--- config.mk ---
export PLATFORM = sky130hd
export DESIGN_NAME = fir_out_scaler
export DESIGN_NICKNAME = d
export VERILOG_FILES = /design/src/rtl/fir_scl_pkg.sv /design/src/rtl/fir_scl_split.sv /design/src/rtl/fir_scl_round.sv /design/src/rtl/fir_out_scaler.sv
export SDC_FILE = /design/constraint.sdc
export NUM_CORES = 1
export LEC_CHECK = 0
export CAP_MARGIN = 20
export CORE_AREA = 2 2 39 41
export CTS_CLUSTER_SIZE = 30
export DETAILED_ROUTE_END_ITERATION = 8
export DIE_AREA = 0 0 41 43
export PLACE_DENSITY = 0.62
export SYNTH_ARGS = -nofsm -noshare
export SYNTH_HDL_FRONTEND = slang
export SYNTH_SLANG_ARGS = --single-unit
--- constraint.sdc ---
create_clock -name clk -period 1.8 [get_ports clk]
set_input_delay 0.27 -clock clk [delete_from_list [all_inputs] [get_ports clk]]
set_output_delay 0.27 -clock clk [all_outputs]
set_load 0.01 [all_outputs]
--- src/rtl/fir_scl_pkg.sv ---
package fir_scl_pkg;
  typedef enum logic {
    SCL_TRUNC   = 1'b0,
    SCL_NEAREST = 1'b1
  } scl_mode_e;
endpackage

--- src/rtl/fir_scl_split.sv ---
// Splits the full-precision word into the kept upper bits and the
// highest discarded bit (worth half an output step).
module fir_scl_split #(
  parameter int IN_W  = 8,
  parameter int OUT_W = 6
) (
  input  logic [IN_W-1:0]  full_i,
  output logic [OUT_W-1:0] kept_o,
  output logic             half_o
);
  localparam int DROP_W = IN_W - OUT_W;

  logic unused_tail;
  assign unused_tail = ^full_i;

  assign kept_o = full_i[IN_W-1:DROP_W];

  generate
    if (DROP_W > 0) begin : g_drop
      assign half_o = full_i[DROP_W-1];
    end else begin : g_pass
      assign half_o = 1'b0;
    end
  endgenerate
endmodule

--- src/rtl/fir_scl_round.sv ---
// Applies the rounding increment and clamps at the largest output code.
module fir_scl_round #(
  parameter int OUT_W     = 6,
  parameter bit IS_SIGNED = 1'b1
) (
  input  logic [OUT_W-1:0] kept_i,
  input  logic             half_i,
  input  logic             nearest_i,
  output logic [OUT_W-1:0] res_o
);
  localparam logic [OUT_W-1:0] MAX_CODE =
    IS_SIGNED ? {1'b0, {(OUT_W-1){1'b1}}} : {OUT_W{1'b1}};

  logic bump;
  logic at_max;

  always_comb begin
    bump   = nearest_i & half_i;
    at_max = (kept_i == MAX_CODE);
    if (bump && !at_max) res_o = kept_i + OUT_W'(1);
    else                 res_o = kept_i;
  end
endmodule

--- src/rtl/fir_out_scaler.sv ---
module fir_out_scaler
  import fir_scl_pkg::*;
#(
  parameter int IN_W      = 8,
  parameter int OUT_W     = 6,
  parameter bit IS_SIGNED = 1'b1
) (
  input  logic             clk,
  input  logic             rst,
  input  logic             in_vld,
  input  logic             in_mode,
  input  logic [IN_W-1:0]  in_data,
  output logic             out_vld,
  output logic [OUT_W-1:0] out_data
);
  logic [OUT_W-1:0] kept;
  logic             half;
  logic             nearest;
  logic [OUT_W-1:0] scaled;

  assign nearest = (scl_mode_e'(in_mode) == SCL_NEAREST);

  fir_scl_split #(.IN_W(IN_W), .OUT_W(OUT_W)) split_i (
    .full_i (in_data),
    .kept_o (kept),
    .half_o (half)
  );

  fir_scl_round #(.OUT_W(OUT_W), .IS_SIGNED(IS_SIGNED)) round_i (
    .kept_i    (kept),
    .half_i    (half),
    .nearest_i (nearest),
    .res_o     (scaled)
  );

  always_ff @(posedge clk) begin
    if (rst) begin
      out_vld  <= 1'b0;
      out_data <= '0;
    end else begin
      out_vld <= in_vld;
      if (in_vld) out_data <= scaled;
    end
  end
endmodule

Yosys cells after proc, flatten, opt, wreduce, memory -nomap -nowiden

Cells that the tools add are included.

Flip-flop bits (word level): 7
Bits in latches: 0
RAM bits: 0
ROM bits: 0
Memories kept: 0

Add/subtract/negate cells: 1
Multipliers: 0
Divide/modulo/power cells: 0
$lt $le $gt $ge: 0
Equality and inequality tests: 1
Shift operators: 0
Mux-type cells: 1
Bitwise operators: 1
Reduce and logical (&&, ||, !) cells: 2

Operators by type and width:

| cell                                                                   | count |
|---|---|
| 6-bit by 1-bit adder with 6-bit output (second input constant)         | 1 |
| 6-bit by 5-bit equality test with 1-bit output (second input constant) | 1 |
| 6-bit 2-to-1 mux                                                       | 1 |
| 1-bit AND                                                              | 1 |
| 1-bit logical AND                                                      | 1 |
| 1-bit logical NOT                                                      | 1 |

Depth between registers and ports, before layout

Gate-level depths: netlist (run 1).

Depth after elaboration: 4
Gate-level depth with buffers: 5
Depth with buffers taken out: 5

Modules after synthesis

Synthesis (run 1) repeated with hierarchy kept, for this count alone.

Cell total of the unflattened synthesis: 48
Area total of the unflattened synthesis: 445.4 um^2

Modules (own cells, without submodules):

| module         | times used | cells an instance | area each (um^2) | seq. area each (um^2) |
|---|---|---|---|---|
| fir_out_scaler | 1          | 21                | 240.2            | 140.1 |
| fir_scl_round  | 1          | 20                | 152.6            | 0.0 |
| fir_scl_split  | 1          | 7                 | 52.6             | 0.0 |

Worst setup path before layout (run 1)

OpenSTA, ideal clock, no wires.

Path type: in2reg
Start: input in_data[2]
End: register out_data[5]
Arrival: 1,324 ps
Setup slack: 385 ps
Cell stages on the path: 4
Cells stage by stage: ha_1 -> and2_1 -> or4_1 -> a311oi_1

Cells in the longest elaborated chain, start to end: 4
Elaborated cells between the ends (all ways): 5
Classes of those cells: 1 x add/sub; 1 x eq/ne; 1 x mux; 2 x reduce/logical

Ends and longest elaborated chain:

| element                                                                                        | RTL line             | RTL |
|---|---|---|
| start: declaration                                                                             | fir_out_scaler.sv:12 | `input logic [IN_W-1:0] in_data,` |
| parallel branches: the longest is 3 deep, another holds 6-bit by 1-bit adder with 6-bit output | -                    |  |
| 6-bit 2-to-1 mux *                                                                             | fir_scl_round.sv:20  | `if (bump && !at_max) res_o = kept_i + OUT_W'(1);` |
| end signal: assignment                                                                         | fir_out_scaler.sv:42 | `if (in_vld) out_data <= scaled;` |
| end: declaration                                                                               | fir_out_scaler.sv:14 | `output logic [OUT_W-1:0] out_data` |

Mark *: on every way between the ends.
A chain may end at the register's enable or synchronous reset.

Final worst setup path (run 1)

Ends and elaborated chain as after synthesis.

==> results of run 1 <==
[critical path: cells and delay by family]
kind            cells  cell delay, ns
simple gates        2            0.65
buf+inv             1            0.43
compound gates      1            0.25
fa+ha+maj           1            0.22
[registers in the layout, indices dropped and copies added (netlist names)]
signal    flops
out_data      6
out_vld       1
[layer usage]
metal	track usage [%]	up-vias	routed length [um]
met5	0	-	0
met4	8.00	0	0
met3	4.71	0	73
met2	15.6	17	359
met1	14.5	159	357
li1	-	212	-
[per-stage QoR]
step                      utilization (%)  cell area [um2]  TNS [ns]
after floorplan                         -              382         0
after global placement               45.7              632    -0.102
after detailed placement             45.7              632    -0.106
after CTS                            47.6              658         0
after global routing                 47.6              658         0
final                                47.6              658         0
[power by group]
| group | total, mW | switching [mW] | leakage, nW | internal, mW |
|---|---|---|---|---|
| combinational | 0.106 | 0.0412 | 0.198 | 0.0650 |
| sequential | 0.171 | 0.00481 | 0.0582 | 0.166 |
| clock | 0.133 | 0.0494 | 0.0150 | 0.0840 |
| total | 0.411 | 0.0954 | 0.271 | 0.316 |
[worst paths after layout]
path	startpoint	end	cells after the start
worst max-delay path	in_data[2]	out_data[5]	5
worst min register to register	out_data[5]	out_data[5]	2
worst min-delay path	out_data[5]	out_data[5]	2
worst max register to register	out_data[5]	out_data[5]	2
[kinds of logic (layout without fill, tap and decap cells)]
kind of cell | Yosys count | count (layout) | share of synthesized area (%)
compound gates | 9 | 9 | 16.4
simple gates | 19 | 19 | 30.5
fa+ha+maj | 1 | 1 | 3.28
buf+inv | 2 | 31 | 2.95
mux | 3 | 3 | 7.87
xor+xnor | 1 | 1 | 2.30
flops | 7 | 7 | 36.7
[synthesized netlist by cell type]
library cell	number
sky130_fd_sc_hd__a311oi_1	1
sky130_fd_sc_hd__a31oi_1	2
sky130_fd_sc_hd__nand4_4	1
sky130_fd_sc_hd__and2_4	1
sky130_fd_sc_hd__and2_1	1
sky130_fd_sc_hd__dfxtp_1	7
sky130_fd_sc_hd__nand2_1	3
sky130_fd_sc_hd__nor2b_1	1
sky130_fd_sc_hd__buf_4	1
sky130_fd_sc_hd__o21ai_0	2
sky130_fd_sc_hd__ha_1	1
sky130_fd_sc_hd__inv_1	1
sky130_fd_sc_hd__and3b_2	1
sky130_fd_sc_hd__nand3b_1	1
sky130_fd_sc_hd__nand3_1	1
sky130_fd_sc_hd__xor2_1	1
sky130_fd_sc_hd__mux2i_1	3
sky130_fd_sc_hd__nor4_1	1
sky130_fd_sc_hd__o311ai_0	1
sky130_fd_sc_hd__or4_1	1
sky130_fd_sc_hd__nor2_1	7
sky130_fd_sc_hd__a211oi_1	3
[layout make-up]
| type | instances | share of cell area, % |
|---|---|---|
| multi-input combinational | 33 | 35.0 |
| timing repair buffer | 26 | 36.1 |
| sequential | 7 | 21.3 |
| tap | 16 | 3.04 |
| inverter | 1 | 0.570 |
| clock buffer | 4 | 3.99 |
==> impl_metrics.ini, run 1 <==
[outcome]
outcome = finished, final reports clean

[critical_path]
critical_path.max_stage_delay_ns = 0.47
cp_data_arrival_time_ns = 1.81
timing.setup.critical_path_class = input port to flip-flop
critical-path-slowest-cell = sky130_fd_sc_hd__or4_1
critical_path.cell_chain = clkdlybuf4s50_1 > ha_1 > and2_1 > or4_1 > a311oi_1
worstSetupStartpointType = input port
endpoint_kind = flip-flop
worst-path-max-fanout = 2
worstPathRequired_ns = 1.95
reg2reg_slack_ns = 1.13

[layout]
multi_input_comb_area_um2 = 230
stdcell_count = 87
most-common-layout-cells = sky130_fd_sc_hd__clkdlybuf4s50_1 (17), sky130_fd_sc_hd__buf_4 (9), sky130_fd_sc_hd__nor2_1 (7), sky130_fd_sc_hd__dfxtp_1 (7)
finalNetCount = 85
mostFrequentLayoutCell = sky130_fd_sc_hd__clkdlybuf4s50_1
area.sequential_um2 = 140
share_of_final_layout_standard_cells_stronger_than_drive_strength_1_pct = 21.1
num_antenna_cells = 0
fillerInstances = 149
synthToLayoutAreaGrowth_pct = 72.5

[floorplanning]
initial_core_util_pct = 27.6
die_height_um = 43
design.die.area_mm2 = 0.00176
floorplan.core_area_mm2 = 0.00138
boundaryPins = 19
die_w_um = 41
number_of_rows_created_at_floorplan = 14

[place]
place_congestion = 0.710
dp_hpwl_um = 671
dpl_worst_slack_ns = -0.106
place_inst = 83
io_buffer_count = 17

[sta]
finalSetupViolations = 0
worst-slew-pin-transition_ns = 0.290
setup_ws_ns = 0.140
finalHoldWorstSlack_ns = 0.484
timing.final.max_slew_violations = 0
min_period_ns = 1.66
finalClockSkew_ns = 0
hold_violations = 0
grt_setup_unrepaired = false
fmax_mhz = 603
fin_crit_sh_pct = 92.2
max-slew-margin-rel_pct = 80.4

[synth]
yosysWarnings = 0
synthesis.nets = 55
synth_cell_types = 22
synthesis.instances = 42
synth_seq_cells = 7
syn_area_per_cell_um2 = 9.09
synth_area_um2 = 382
synth-seq-area-share_pct = 36.7
synth_top_cell_by_area = sky130_fd_sc_hd__dfxtp_1
synth_top_area_share_pct = 36.7
synthTopCellsByArea = sky130_fd_sc_hd__dfxtp_1 (37%), sky130_fd_sc_hd__mux2i_1 (7.9%), sky130_fd_sc_hd__nor2_1 (6.9%)

[run]
drv_cap = 0

[global_routing]
grt_overflow = 0
pin_count_of_the_biggest_net_entering_global_routing = 11
groute.usage.overall_pct = 11.6
number_of_antenna_violations_at_the_first_check_in_global_routing = 0
grt_first_pass_wirelength_um = 1340
vias_in_the_first_global_route = 329

[detailed_routing]
routed_wire_length_per_instance_um = 9.09
routed_via_density = 4.46
via_count = 388
postRouteAntennaNets = 0
firstDrtPassIters = 4
dr.first_iter.drc_count = 5
finalWirelength_um = 791
post-route-drc-count = 0

[clock_network]
cts_buffer_depth = 2
clock_sinks = 7
insertion_delay_ns = 0.24
clock_tree.root_cell = sky130_fd_sc_hd__clkbuf_4
numCtsBuffers = 3
clock_tree_from_tritoncts = done
clock_tree.htree_level_count = 1
cts_setup_buffers = 0
clk_transition_reported_paths_ns = 0.05
ctsHoldBuffers = 0
cts.repair.resized = 0

[pwr]
p_leak_nw = 0.271
power.total_uw = 411
ir_worst_vdd_uv = 244
power_density_mw_per_mm2 = 624

[hold_path]
min_path_type = flip-flop to flip-flop
(Power assumes the default switching activity.)
==> run 2: changes to the inputs <==
Settings changed: GPL_ROUTABILITY_DRIVEN set to 0.
==> results of run 2 <==
Final layout, timing and power as in run 1 (identical DEF).
==> run 3: changes to the inputs <==
Settings changed: CTS_BUF_LIST set to sky130_fd_sc_hd__clkbuf_16, TNS_END_PERCENT set to 50.
==> run 3 against run 2 <==
Hold slack worse by 0.0034 ns. Routed wire length up 4.8%. Core utilization up 3.8 points. Critical path type unchanged.
==> impl_metrics.ini, run 3 (synthesis gave the netlist of run 1 again) <==
[clock_network]
numCtsBuffers = 3
clock_sinks = 7
ctsHoldBuffers = 0
clock_tree_from_tritoncts = done
clock_tree.htree_level_count = 1
cts.repair.resized = 0
cts_buffer_depth = 2
cts_setup_buffers = 0
clock_tree.root_cell = sky130_fd_sc_hd__clkbuf_16
clk_transition_reported_paths_ns = 0.03
insertion_delay_ns = 0.23

[critical_path]
cp_data_arrival_time_ns = 1.81
endpoint_kind = flip-flop
critical_path.max_stage_delay_ns = 0.47
critical_path.cell_chain = clkdlybuf4s50_1 > ha_1 > and2_1 > or4_1 > a311oi_1
wp_buf_inv = 1
worstSetupStartpointType = input port
critical-path-slowest-cell = sky130_fd_sc_hd__or4_1
worstPathRequired_ns = 1.94
critical_path.top_delay_family = simple AND/OR/NAND/NOR gates
worst-path-max-fanout = 2
timing.setup.critical_path_class = input port to flip-flop

[place]
dpl_worst_slack_ns = -0.106
io_buffer_count = 17
dp_hpwl_um = 671

[detailed_routing]
firstDrtPassIters = 4
route.met3.wl_um = 91
finalWirelength_um = 829
routed_wire_length_per_instance_um = 9.53
post-route-drc-count = 0
wirelength_met1_um = 366
routed_via_density = 4.49
via_count = 391
dr.first_iter.drc_count = 4
met2_length_um = 340
highest-signal-layer = met4
postRouteAntennaNets = 0

[floorplanning]
boundaryPins = 19
number_of_rows_created_at_floorplan = 14
floorplan.core_area_mm2 = 0.00138
design.die.area_mm2 = 0.00176
die_w_um = 41
initial_core_util_pct = 27.6
die_height_um = 43

[sta]
fin_crit_sh_pct = 92.8
min_period_ns = 1.67
hold_violations = 0
max-slew-margin-rel_pct = 80.4
finalSetupViolations = 0
fmax_mhz = 599
setup_ws_ns = 0.130
finalClockSkew_ns = 0
grt_setup_unrepaired = false
timing.final.max_slew_violations = 0
worst-slew-pin-transition_ns = 0.290

[layout]
synthToLayoutAreaGrowth_pct = 86.2
largestRegisters = out_data (6), out_vld (1)
share_of_final_layout_standard_cells_stronger_than_drive_strength_1_pct = 21.1
layout.core_utilization_pct = 51.4
mostFrequentLayoutCell = sky130_fd_sc_hd__clkdlybuf4s50_1
finalNetCount = 85
most-common-layout-cells = sky130_fd_sc_hd__clkdlybuf4s50_1 (17), sky130_fd_sc_hd__buf_4 (9), sky130_fd_sc_hd__nor2_1 (7), sky130_fd_sc_hd__dfxtp_1 (7)
registers.top_by_ff_count = out_data
largest_register_ff_count = 6
num_antenna_cells = 0

[pwr]
ir_worst_vdd_uv = 361
p_leak_nw = 0.298
power.total_uw = 648
power_density_mw_per_mm2 = 911

[global_routing]
number_of_antenna_violations_at_the_first_check_in_global_routing = 0
grt_overflow = 0
grt_first_pass_wirelength_um = 1330
groute.usage.overall_pct = 12.1
vias_in_the_first_global_route = 328
pin_count_of_the_biggest_net_entering_global_routing = 11

[outcome]
outcome = finished, final reports clean

[run]
drv_cap = 0

[hold_path]
min_path_type = flip-flop to flip-flop
-- run 3: changes by cell type in the layout (fill, tap and decap cells not counted) --
cell                        delta
sky130_fd_sc_hd__inv_1         +1
sky130_fd_sc_hd__clkbuf_16     +3
sky130_fd_sc_hd__clkbuf_4      -3
sky130_fd_sc_hd__clkbuf_1      -1
-- run 3: path summary, 6_finish.rpt --
| kind | startpoint | to | slack [ns] | cells after the start |
|---|---|---|---|---|
| setup / recovery | in_data[2] | out_data[5] | 0.13 | 5 |
| hold reg to reg | out_data[5] | out_data[5] | 0.48 | 2 |
| setup reg to reg | out_data[5] | out_data[5] | 1.13 | 2 |
| hold / removal | out_data[5] | out_data[5] | 0.48 | 2 |
-- run 3: per-stage QoR --
stage	std cells	cell area (um2)	hold WS [ns]	setup TNS (ns)
after floorplan	42	382	0.342	0
after global placement	83	632	0.474	-0.102
after detailed placement	83	632	0.480	-0.106
after CTS	87	711	0.485	0
after global routing	87	711	0.508	0
final	87	711	0.481	0
-- run 3: final cells by class --
class,instances,area (um2)
Fill cell,144,673
Timing Repair Buffer,26,238
Multi-Input combinational cell,33,230
Sequential cell,7,140
Clock buffer,3,75.1
Tap cell,16,20.0
Clock inverter,1,3.75
Inverter,1,3.75
-- run 3: tightest hold or removal path, delay by kind of cell, from the launching register on --
| kind | cells | cell delay (ns) |
|---|---|---|
| AO/OA/AOI/OAI | 1 | 0.05 |
| flip-flops | 1 | 0.30 |
| AND/OR/NAND/NOR | 1 | 0.08 |
-- run 3: metal layers --
metal / vias up / GRT usage (%)
li1: 212 / -
met1: 157 / 14.1
met2: 18 / 15.6
met3: 4 / 4.71
met4: 0 / 12.0
met5: - / 0
-- run 3: report_power, final --
part           total [mW]  internal (mW)  leakage, nW  switching [mW]
clock network       0.370          0.288       0.0423          0.0811
registers           0.172          0.167       0.0582         0.00481
logic               0.106         0.0650        0.198          0.0411
